--- config.mk ---
export PLATFORM = sky130hd
export DESIGN_NAME = link_guard
export DESIGN_NICKNAME = d
export VERILOG_FILES = /design/src/rtl/link_guard_pkg.sv /design/src/rtl/tx_jabber_timer.sv /design/src/rtl/rx_watchdog_gate.sv /design/src/rtl/link_guard.sv
export SDC_FILE = /design/constraint.sdc
export NUM_CORES = 1
export LEC_CHECK = 0
export ABC_AREA = 1
export BUFFER_PORTS_ARGS = -buffer_cell sky130_fd_sc_hd__buf_2
export CORE_MARGIN = 3
export CORE_UTILIZATION = 51
export CTS_BUF_LIST = sky130_fd_sc_hd__clkbuf_8
export DETAILED_ROUTE_END_ITERATION = 10
export MAX_ROUTING_LAYER = met4
export PLACE_DENSITY_LB_ADDON = 0.05
export SLEW_MARGIN = 20
export SYNTH_ARGS = -nofsm -noshare
export SYNTH_HDL_FRONTEND = slang
export SYNTH_SLANG_ARGS = --single-unit
--- constraint.sdc ---
create_clock -name clk -period 3.8 [get_ports clk]
set_input_delay 0.38 -clock clk [delete_from_list [all_inputs] [get_ports clk]]
set_output_delay 0.38 -clock clk [all_outputs]
set_load 0.02 [all_outputs]
--- src/rtl/link_guard_pkg.sv ---
// Package: shared control word layout for the link guard.
// Assumes the control word is sampled synchronously to the guard clock.
package link_guard_pkg;

    localparam int CFG_W = 5;

    typedef struct packed {
        logic wd_long_quiet;   // [4] long quiet period before reopening
        logic wd_off;          // [3] receive watchdog disabled
        logic jab_fast_rel;    // [2] release cut-off when transmitter idles
        logic jab_bytes;       // [1] measure frames in bytes, else bit times
        logic jab_off;         // [0] transmit jabber disabled
    } guard_cfg_t;

endpackage

--- src/rtl/tx_jabber_timer.sv ---
// Module: transmit jabber timer.
// Counts byte or bit strobes while the transmitter is active and raises
// a cut-off once the selected limit is reached; releases it either when
// the transmitter idles or after a holding interval of bit strobes.
// Assumes strobes are single-cycle and synchronous to clk.
module tx_jabber_timer #(
    parameter int BYTE_LIMIT    = 2304,
    parameter int TIME_LIMIT    = 2900,
    parameter int RELEASE_TICKS = 3900
) (
    input  logic clk,
    input  logic rst_n,
    input  logic jab_off,
    input  logic bytes_mode,
    input  logic fast_release,
    input  logic tx_active,
    input  logic byte_tick,
    input  logic bit_tick,
    output logic tx_cutoff
);
    localparam int LIM_MAX = (BYTE_LIMIT > TIME_LIMIT) ? BYTE_LIMIT : TIME_LIMIT;
    localparam int CW = $clog2(LIM_MAX + 1);
    localparam int RW = $clog2(RELEASE_TICKS + 1);
    localparam logic [CW-1:0] BYTE_LAST = CW'(BYTE_LIMIT - 1);
    localparam logic [CW-1:0] TIME_LAST = CW'(TIME_LIMIT - 1);
    localparam logic [RW-1:0] REL_LAST  = RW'(RELEASE_TICKS);

    logic [CW-1:0] run_cnt;
    logic [RW-1:0] rel_cnt;
    logic          cut_q;
    logic          run_tick;
    logic [CW-1:0] run_last;
    logic          rel_done;

    // Select the active measure and decide whether release is allowed.
    always_comb begin
        run_tick = bytes_mode ? byte_tick : bit_tick;
        run_last = bytes_mode ? BYTE_LAST : TIME_LAST;
        rel_done = fast_release || (rel_cnt == REL_LAST);
    end

    // Frame length counting, cut-off entry and release sequencing.
    always_ff @(posedge clk) begin
        if (!rst_n || jab_off) begin
            cut_q   <= 1'b0;
            run_cnt <= '0;
            rel_cnt <= '0;
        end else if (!cut_q) begin
            if (!tx_active) begin
                run_cnt <= '0;
            end else if (run_tick) begin
                if (run_cnt >= run_last) begin
                    cut_q   <= 1'b1;
                    run_cnt <= '0;
                    rel_cnt <= '0;
                end else begin
                    run_cnt <= run_cnt + 1'b1;
                end
            end
        end else begin
            if (!tx_active && rel_done) begin
                cut_q   <= 1'b0;
                rel_cnt <= '0;
            end else if (bit_tick && (rel_cnt != REL_LAST)) begin
                rel_cnt <= rel_cnt + 1'b1;
            end
        end
    end

    assign tx_cutoff = cut_q;

endmodule

--- src/rtl/rx_watchdog_gate.sv ---
// Module: receive watchdog gate.
// Counts byte strobes while carrier is present; on reaching the limit it
// closes the gate and pulses a timeout event, then reopens after a run of
// bit strobes with no carrier. Assumes single-cycle synchronous strobes.
module rx_watchdog_gate #(
    parameter int CARRIER_LIMIT = 2304,
    parameter int QUIET_SHORT   = 20,
    parameter int QUIET_LONG    = 44
) (
    input  logic clk,
    input  logic rst_n,
    input  logic wd_off,
    input  logic long_quiet,
    input  logic rx_carrier,
    input  logic byte_tick,
    input  logic bit_tick,
    output logic rx_enable,
    output logic wd_event
);
    localparam int CW = $clog2(CARRIER_LIMIT + 1);
    localparam int QMAX = (QUIET_LONG > QUIET_SHORT) ? QUIET_LONG : QUIET_SHORT;
    localparam int QW = $clog2(QMAX + 1);
    localparam logic [CW-1:0] CAR_LAST = CW'(CARRIER_LIMIT - 1);
    localparam logic [QW-1:0] Q_SHORT  = QW'(QUIET_SHORT);
    localparam logic [QW-1:0] Q_LONG   = QW'(QUIET_LONG);

    logic [CW-1:0] car_cnt;
    logic [QW-1:0] quiet_cnt;
    logic          closed_q;
    logic          event_q;
    logic [QW-1:0] quiet_last;

    // Pick the quiet period length from the control word.
    always_comb quiet_last = long_quiet ? Q_LONG : Q_SHORT;

    // Carrier length counting, gate closing and quiet-period reopening.
    always_ff @(posedge clk) begin
        if (!rst_n || wd_off) begin
            closed_q  <= 1'b0;
            event_q   <= 1'b0;
            car_cnt   <= '0;
            quiet_cnt <= '0;
        end else begin
            event_q <= 1'b0;
            if (!closed_q) begin
                if (!rx_carrier) begin
                    car_cnt <= '0;
                end else if (byte_tick) begin
                    if (car_cnt >= CAR_LAST) begin
                        closed_q  <= 1'b1;
                        event_q   <= 1'b1;
                        car_cnt   <= '0;
                        quiet_cnt <= '0;
                    end else begin
                        car_cnt <= car_cnt + 1'b1;
                    end
                end
            end else begin
                if (rx_carrier) begin
                    quiet_cnt <= '0;
                end else if (quiet_cnt >= quiet_last) begin
                    closed_q  <= 1'b0;
                    quiet_cnt <= '0;
                end else if (bit_tick) begin
                    quiet_cnt <= quiet_cnt + 1'b1;
                end
            end
        end
    end

    assign rx_enable = !closed_q;
    assign wd_event  = event_q;

endmodule

--- src/rtl/link_guard.sv ---
// Module: top of the link guard.
// Joins the transmit jabber timer and the receive watchdog gate under one
// control word and gates the receive carrier. Assumes all inputs are
// synchronous to clk; limits are parameters so tests can shorten them.
module link_guard
    import link_guard_pkg::*;
#(
    parameter int JAB_BYTES   = 2304,
    parameter int JAB_BITS    = 2900,
    parameter int UNJAB_BITS  = 3900,
    parameter int WD_BYTES    = 2304,
    parameter int QUIET_SHORT = 20,
    parameter int QUIET_LONG  = 44
) (
    input  logic             clk,
    input  logic             rst_n,
    input  logic [CFG_W-1:0] cfg_word,
    input  logic             tx_active,
    input  logic             rx_carrier,
    input  logic             byte_tick,
    input  logic             bit_tick,
    output logic             tx_cutoff,
    output logic             rx_enable,
    output logic             rx_carrier_out,
    output logic             wd_event
);
    guard_cfg_t cfg;

    // Interpret the raw control word as named fields.
    always_comb cfg = guard_cfg_t'(cfg_word);

    tx_jabber_timer #(
        .BYTE_LIMIT    (JAB_BYTES),
        .TIME_LIMIT    (JAB_BITS),
        .RELEASE_TICKS (UNJAB_BITS)
    ) jabber_i (
        .clk          (clk),
        .rst_n        (rst_n),
        .jab_off      (cfg.jab_off),
        .bytes_mode   (cfg.jab_bytes),
        .fast_release (cfg.jab_fast_rel),
        .tx_active    (tx_active),
        .byte_tick    (byte_tick),
        .bit_tick     (bit_tick),
        .tx_cutoff    (tx_cutoff)
    );

    rx_watchdog_gate #(
        .CARRIER_LIMIT (WD_BYTES),
        .QUIET_SHORT   (QUIET_SHORT),
        .QUIET_LONG    (QUIET_LONG)
    ) wdog_i (
        .clk        (clk),
        .rst_n      (rst_n),
        .wd_off     (cfg.wd_off),
        .long_quiet (cfg.wd_long_quiet),
        .rx_carrier (rx_carrier),
        .byte_tick  (byte_tick),
        .bit_tick   (bit_tick),
        .rx_enable  (rx_enable),
        .wd_event   (wd_event)
    );

    // Pass carrier only while the receive gate is open.
    always_comb rx_carrier_out = rx_carrier && rx_enable;

endmodule

[Yosys cells after proc, flatten, opt, wreduce, memory -nomap -nowiden]
Cells that the tools add are included.
Word-level totals
  logic and storage cells: 75
  flip-flop bits (word level): 45
  output and inout port bits: 4
  bits in read-only memories: 0
  memories: 0
  bits in latches: 0
  bits in writable memories: 0
Cells by class
  multipliers: 0
  bitwise operators: 2
  reductions and logical operators: 21
  eq/ne operators: 5
  $add $sub $neg: 4
  shift-type cells: 0
  div/mod/pow operators: 0
  muxes and demuxes: 33
  order comparisons: 3
Operators with widths (number)
  $mux W12: 12
  $mux W6: 8
  $add A12 B1 Y12 const B: 3
  $eq A12 B12 Y1 const B: 1
  $ge A12 B12 Y1: 1
  $ge A12 B12 Y1 const B: 1
  $mux W1: 12
  $ne A12 B12 Y1 const B: 1
  $reduce_bool A2 Y1: 6
  $mux W10: 1
  $reduce_and A4 Y1: 2
  $add A6 B1 Y6 const B: 1
  $ge A6 B6 Y1: 1
  $ne A2 B1 Y1 const B: 2
  $reduce_and A2 Y1: 2
  $logic_and A1 B1 Y1: 3
  $logic_not A1 Y1: 3
  $logic_or A1 B1 Y1: 3
  $ne A3 B3 Y1 const B: 1
  $reduce_bool A3 Y1: 1
  $not A1 Y1: 2
  $reduce_or A2 Y1: 1

[Logic depth before layout (Yosys ltp)]
Gate-level depths: netlist of the first run.
  depth after elaboration: 6
  depth in mapped cells: 14

[Cells and area by module]
From an unflattened synthesis of the first run, not the netlist that was laid out.
Unflattened totals
  cell total of the unflattened synthesis: 448
  area total of the unflattened synthesis: 2985.4 sq um
Modules (own cells, without submodules)
  tx_jabber_timer: instances 1, cells each 274, area an instance 1773.0 sq um
  rx_watchdog_gate: instances 1, cells each 172, area an instance 1204.9 sq um
  link_guard: instances 1, cells each 2, area an instance 7.5 sq um

[Least setup slack after synthesis of the first run]
No wires, ideal clock.
  kind: input to register
  from: input port cfg_word[1]
  to: register jabber_i.rel_cnt[10]
  stages on the path: 12
  library setup time: 0.113 ns
  setup slack: 2.141 ns
  data required time: 3.687 ns
  arrival: 1.547 ns
  cell sequence: inv_1 ha_1 a21oi_1 nand2_1 nand3_1 nand2_2 nand2_1 nand2_2 nand2_4 clkinv_2 nor2_1 nor2_1
Between the ends
  longest elaborated chain between the ends: 4
  elaborated cells on any way between the ends: 6
  classes of those cells: order compare (1); mux (2); reduce/logical (3)
Ends and longest elaborated chain
  start, declared: RTL line link_guard.sv:17  | input logic [CFG_W-1:0] cfg_word,
  $mux W10: RTL line tx_jabber_timer.sv:38  | run_last = bytes_mode ? BYTE_LAST : TIME_LAST;
  $ge A12 B12 Y1: RTL line tx_jabber_timer.sv:52  | if (run_cnt >= run_last) begin
  $reduce_bool A2 Y1 (no line)
  $reduce_and A4 Y1 (no line) (*)
  end signal, assigned: RTL line tx_jabber_timer.sv:65  | rel_cnt <= rel_cnt + 1'b1;
  end, declared: RTL line tx_jabber_timer.sv:29  | logic [RW-1:0] rel_cnt;
Mark *: on every way between the ends. The rest lies on a longest branch, timed or not.
A chain may end at the register's enable or synchronous reset.

[Worst setup path in the final report of the first run]
  from: register jabber_i.rel_cnt[0]
  to: register jabber_i.rel_cnt[11]
Between the ends
  longest elaborated chain between the ends: 5
  elaborated cells on any way between the ends: 11
  classes of those cells: add/sub (1); eq/ne (3); mux (3); reduce/logical (4)
Ends and longest elaborated chain
  branches (longest 5 deep; another with $add A12 B1 Y12)
Parallel ways; which one is timed is not known. The select of a mux whose other input is x is not followed.

==> results of run 1 <==
[per-stage QoR]
step,std cells,hold WS [ns]
finish,509,0.3888
global route,509,0.3904
CTS,509,0.3762
detailed placement,501,0.4758
global placement,501,0.4718
floorplan,423,0.4578
[cells in the mapped netlist (all sizes together)]
cell,instances,share of area [%]
clkinv,1,0.18
clkbuf,1,0.13
o21bai,1,0.27
xnor2,6,1.9
nand4,7,1.6
nand2,95,14
dfxtp,45,32
a21oi,16,3.3
nor2,79,11
a31oi,2,0.45
or2,2,0.45
inv,51,6.8
a21o,1,0.27
nor3,12,2.1
xor2,7,2.2
o21ai,18,3.2
o22ai,2,0.45
ha,15,6.7
and3,1,0.22
o21a,3,0.80
nand3b,1,0.27
buf,6,1.8
nand3,50,9.9
nor3b,1,0.27
[layer usage]
layer | vias to the layer above | track usage, %
met5 | - | -
met4 | 0 | 4.392
met3 | 2 | 3.251
met2 | 33 | 31.71
met1 | 1112 | 25.21
li1 | 1389 | -
[layout make-up]
type | instances | share of cell area (%)
inverter | 52 | 6.493
multi-input combinational | 319 | 54.43
clock inverter | 3 | 1.572
clock buffer | 5 | 2.275
timing repair buffer | 15 | 2.564
tap | 70 | 2.895
sequential | 45 | 29.78
[worst register-to-register path, cell delays in order (launching register included)]
cell,delay (ns)
dfxtp_1,0.39
inv_1,0.08
ha_1,0.19
nand2_1,0.06
nor2_1,0.05
nand3_2,0.08
nand2_1,0.07
nand2_2,0.24
nand3_4,0.26
nand2_4,0.17
clkinv_2,0.11
nor2_1,0.10
nor2_1,0.05
[registers in the layout (all words and copies together), names as in the netlist]
register and cells:
jabber_i.run_cnt 12, wdog_i.quiet_cnt 6, jabber_i.tx_cutoff 1, wdog_i.wd_event 1, jabber_i.rel_cnt 12, wdog_i.closed_q 1
wdog_i.car_cnt 12
[how the worst max path moves through the flow]
stage | from | end | slack (ns) | cells after the start
after floorplan | cfg_word[1] | jabber_i.rel_cnt[10] | 2.14 | 12
after global routing | jabber_i.rel_cnt[0] | jabber_i.rel_cnt[0] | 1.63 | 12
after CTS | jabber_i.rel_cnt[0] | jabber_i.rel_cnt[1] | 1.86 | 12
after global placement | cfg_word[1] | jabber_i.rel_cnt[11] | 1.73 | 13
after detailed placement | cfg_word[1] | jabber_i.rel_cnt[11] | 1.67 | 13
final | jabber_i.rel_cnt[0] | jabber_i.rel_cnt[11] | 1.87 | 12
[power by group]
group          leakage, nW  total, mW  switching, mW  internal (mW)
Sequential           0.363      0.473       0.000958          0.472
Combinational        0.790     0.0479         0.0330         0.0149
Clock               0.0591      0.378          0.178          0.201
Total                 1.21      0.900          0.212          0.688
[cells by family after synthesis]
kind of cell             Yosys count  share of synthesized area (%)
adder cells (fa/ha/maj)           15                          6.708
flip-flops                        45                          32.20
AO/OA/AOI/OAI                     43                          8.721
AND/OR/NAND/NOR                  248                          39.36
buffers and inverters             59                          8.944
XOR/XNOR                          13                          4.070
==> flow_summary.toml, run 1 <==
[sta]
tns_ns = 0
slew_headroom_pct = 58.73
fin_crit_sh_pct = 50.75
slew_violations = 0
fmax_mhz = 518.6
final.setup.worst_slack_ns = 1.872
worst_slew_pin_slew_ns = 0.6182
rsz0062_at_grt = "no"
finalHoldViolCount = 0
layout_min_cycle_time_ns = 1.928
setup_viol_count_final = 0
fin_skew_ns = 0.005873

[place]
dp_slack_ns = 1.665
placement.cell_area_sq_um = 2909
portBuffers = 14
gp_congestion = 0.8128
dp_hpwl_um = 4134

[cts]
cts.sinks = 45
clock_latency_ns = 0.30
cts_buffers = 5
postCtsSetupRepairBufs = 0
cts_max_path_buffers = 2
cts-root-buf = "clkbuf_8"
cts.clk_slew.worst_paths_ns = 0.09
cts_resized = 0
cts_tree = "built"
cts_hold_buf = 0
h-tree-depth = 2

[cells_and_area]
layout_common_cells = "nand2_1, nor2_1, inv_1"
fillers = 526
final_common_cell = "nand2_1"
final_cell_area_sq_um = 3025
nets = 464
postLayoutCoreUtil_pct = 58.13
drive_gt1_share_pct = 9.112
area_growth_pct = 8.139
insertedDiodeCount = 0
seq_area_sq_um = 900.9
multi_input_area_sq_um = 1647

[setup_path]
r2r_cells = 12
critPathSlowestCell = "dfxtp_1"
crit_type = "reg -> reg"
worstSetupStartpointType = "flip-flop"
worst-endpoint-required_ns = 4.00
crit_chain = "inv_1 -> ha_1 -> nand2_1 -> nor2_1 -> nand3_2 -> nand2_1 -> nand2_2 -> nand3_4 -> nand2_4 -> clkinv_2 -> nor2_1 -> nor2_1"
r2r_start = "jabber_i.rel_cnt[0]"
crit_path_max_fanout = 16
worst-endpoint-arrival_ns = 2.13
r2r_end = "jabber_i.rel_cnt[11]"
path_buf_inv = 2
cpMostUsedCell = "nor2_1"
crit_family = "simple AND/OR/NAND/NOR gates"
cp_slowest_stage_delay_ns = 0.39
endpoint_kind = "flip-flop"
rrSetupSlack_ns = 1.87

[detailed_routing]
wire_per_inst_um = 11.06
dr_wl_met3_um = 152
wl_met1_um = 2818
postRouteAntennaNets = 0
met2_length_um = 2635
highest_layer = "met4"
drt_pass1_iterations = 4
vias = 2536
via_per_inst = 4.982
drc = 0
drt_iter0_drc = 143
wl_um = 5631

[floorplanning]
pin_count = 15
core_sq_um = 5205
num_rows = 26
die_area_sq_um = 6410
die_h_um = 80.07
chipWidth_um = 80.07
initial_utilization_pct = 53.75

[min_path]
hold_end = "jabber_i.run_cnt[0]"
hp-class = "in -> reg"
min_delay_path_depth = 3
worst_hold_startpoint = "tx_active"

[logic_synthesis]
syn_area_sq_um = 2798
synthCells = 423
synthesis.nets = 449
yosysSeqAreaShare_pct = 32.20
synth_cell_types = 34
syn_avg_cell_area_sq_um = 6.614
yosys_register_bits = 45
yosys_warnings = 0

[grt]
grt_pass1_vias = 2354
track_usage_pct = 19.40
antenna_found_initial = 0
grt_pass1_wl_um = 10010
overflow = 0
grt_max_degree = 17

[status]
status = "complete, no violations"

[power]
peakVddDrop_mv = 0.1979
totalPowerFinal_mw = 0.8996
p_leak_nw = 1.211
p_per_area_nw_per_um2 = 297.3

[flow_run]
cap_violations = 0
No activity file was read; power rests on OpenSTA's default activity.
==> run 2: changes to the inputs <==
Clock period 3.8 ns to 1.59 ns, I/O delays scaled along.
==> run 2 against run 1 <==
Net effect: the flow now finishes with violations (negative setup slack); power grew 140%; via count grew 10%; final area is 21% higher; critical path type unchanged; largest cell class unchanged.
==> flow_summary.toml, run 2 (same netlist as run 1, synthesis figures left out) <==
[power]
combPwrFrac_pct = 7.2
pwr-share-seq_pct = 51.3
peakVddDrop_mv = 0.4921
p_switching_mw = 0.5308
internal-power_mw = 1.672
pwr-share-clk_pct = 41.5
totalPowerFinal_mw = 2.203
p_leak_nw = 1.482
p_sw_share_pct = 24.10
p_per_area_nw_per_um2 = 603.5

[sta]
final.setup.worst_slack_ns = -0.1186
slew_violations = 0
layout_min_cycle_time_ns = 1.709
slew_headroom_pct = 74.92
setup_viol_count_final = 20
fin_skew_ns = 0.008805
finalHoldViolCount = 0
rsz0062_at_grt = "yes"
fin_crit_sh_pct = 107.5
worst_slew_pin_slew_ns = 0.3734
fmax_mhz = 585.3

[cells_and_area]
top_regs = "jabber_i.rel_cnt x12, jabber_i.run_cnt x12, wdog_i.car_cnt x12"
final_common_cell = "nand2_1"
seq_area_sq_um = 910.9
layout_common_cells = "nand2_1, nor2_1, inv_1"
drive_gt1_share_pct = 28.01
final_cell_area_sq_um = 3650
fillers = 441
area_growth_pct = 30.46
multi_input_area_sq_um = 1884
insertedDiodeCount = 0
nets = 507

[min_path]
hold_end = "jabber_i.run_cnt[10]"
min_delay_path_depth = 4
worst_hold_startpoint = "cfg_word[0]"
hp-class = "in -> reg"

[detailed_routing]
postRouteAntennaNets = 0
vias = 2797
via_per_inst = 5.067
wl_um = 6492
drc = 0
wire_per_inst_um = 11.76
drt_pass1_iterations = 4
drt_iter0_drc = 114

[cts]
cts_hold_buf = 0
cts_tree = "built"
cts.clk_slew.worst_paths_ns = 0.10
cts_buffers = 5
cts-root-buf = "clkbuf_8"
clock_latency_ns = 0.30
h-tree-depth = 2
cts_max_path_buffers = 2
cts.sinks = 45

[grt]
grt_pass1_vias = 2587
antenna_found_initial = 0
track_usage_pct = 21.16
grt_max_degree = 17
overflow = 0
grt_pass1_wl_um = 10890

[setup_path]
worstSetupStartpointType = "flip-flop"
rrSetupSlack_ns = -0.12
crit_type = "reg -> reg"
worst-endpoint-arrival_ns = 1.92
r2r_end = "jabber_i.rel_cnt[0]"
endpoint_kind = "flip-flop"
r2r_start = "jabber_i.run_cnt[9]"
worst-endpoint-required_ns = 1.80
crit_path_max_fanout = 7
r2r_cells = 13

[place]
dp_slack_ns = -0.1433
dp_hpwl_um = 4504
portBuffers = 14
gp_congestion = 0.8994
placement.cell_area_sq_um = 3216

[status]
status = "complete, but fails checks"
violations = "negative setup slack"

[floorplanning]
core_sq_um = 5205
die_h_um = 80.07
die_area_sq_um = 6410
initial_utilization_pct = 53.75
num_rows = 26
chipWidth_um = 80.07
pin_count = 15

[flow_run]
cap_violations = 0
==> run 2: area by class of cell <==
class                      instances  area share (%)
timing repair buffer              58           12.34
sequential                        45           24.96
multi-input combinational        319           51.63
tap                               70           2.400
clock inverter                     3           1.371
inverter                          52           5.417
clock buffer                       5           1.885
==> run 2: worst max path at each step <==
stage,from,end,slack [ns],depth (start not counted)
after floorplan,jabber_i.run_cnt[9],jabber_i.rel_cnt[11],0.01,13
after global placement,cfg_word[1],jabber_i.run_cnt[10],-0.1,10
after detailed placement,cfg_word[1],jabber_i.run_cnt[10],-0.14,10
after CTS,jabber_i.run_cnt[8],jabber_i.rel_cnt[5],-0.06,14
after global routing,jabber_i.run_cnt[9],jabber_i.rel_cnt[5],-0.26,14
final,jabber_i.run_cnt[9],jabber_i.rel_cnt[0],-0.12,13
==> run 2: worst max-delay path, stage by stage, from the launching register on <==
cell and delay [ns]:
dfxtp_4 0.37, ha_4 0.28, nand2_4 0.05, nor2_4 0.11, nand2_1 0.06, nand2_1 0.07, inv_1 0.05, nand2_2 0.12
nand2_4 0.08, nand2_4 0.11, clkbuf_16 0.17, nand3_2 0.06, nand2_1 0.06, nor2_1 0.04
==> run 2: what timing repair did <==
| action | in CTS | in global routing |
|---|---|---|
| pin swaps | 1 | 33 |
| buffers inserted | 0 | 5 |
| gates cloned | 0 | 1 |
| gates resized for setup | 14 | 58 |
| setup endpoints to repair | 17 | 40 |
==> run 2: power by group through the flow <==
stage | logic (mW) | registers (mW) | clock network, mW
floorplan | 0.0767 | 1.16 | 0
global placement | 0.137 | 1.16 | 0
detailed placement | 0.139 | 1.16 | 0
CTS | 0.143 | 1.13 | 0.940
global route | 0.176 | 1.13 | 0.980
finish | 0.159 | 1.13 | 0.914
==> run 2: metal layers <==
metal | GRT usage (%) | vias up | part of all wire (%)
met5 | - | - | 0
met4 | 4.730 | 0 | 0.85
met1 | 25.90 | 1282 | 46
met2 | 36.42 | 27 | 51
met3 | 3.700 | 6 | 2.0
li1 | - | 1482 | -
==> run 2: through the flow <==
step	TNS, ns	util (%)	instances	hold WS [ns]
floorplan	0	-	423	0.3189
global placement	-0.8451	61.78	538	0.4630
detailed placement	-1.614	61.78	538	0.4665
CTS	-0.4049	64.59	546	0.1532
global route	-5.199	70.12	552	0.1874
finish	-1.752	70.12	552	0.1597
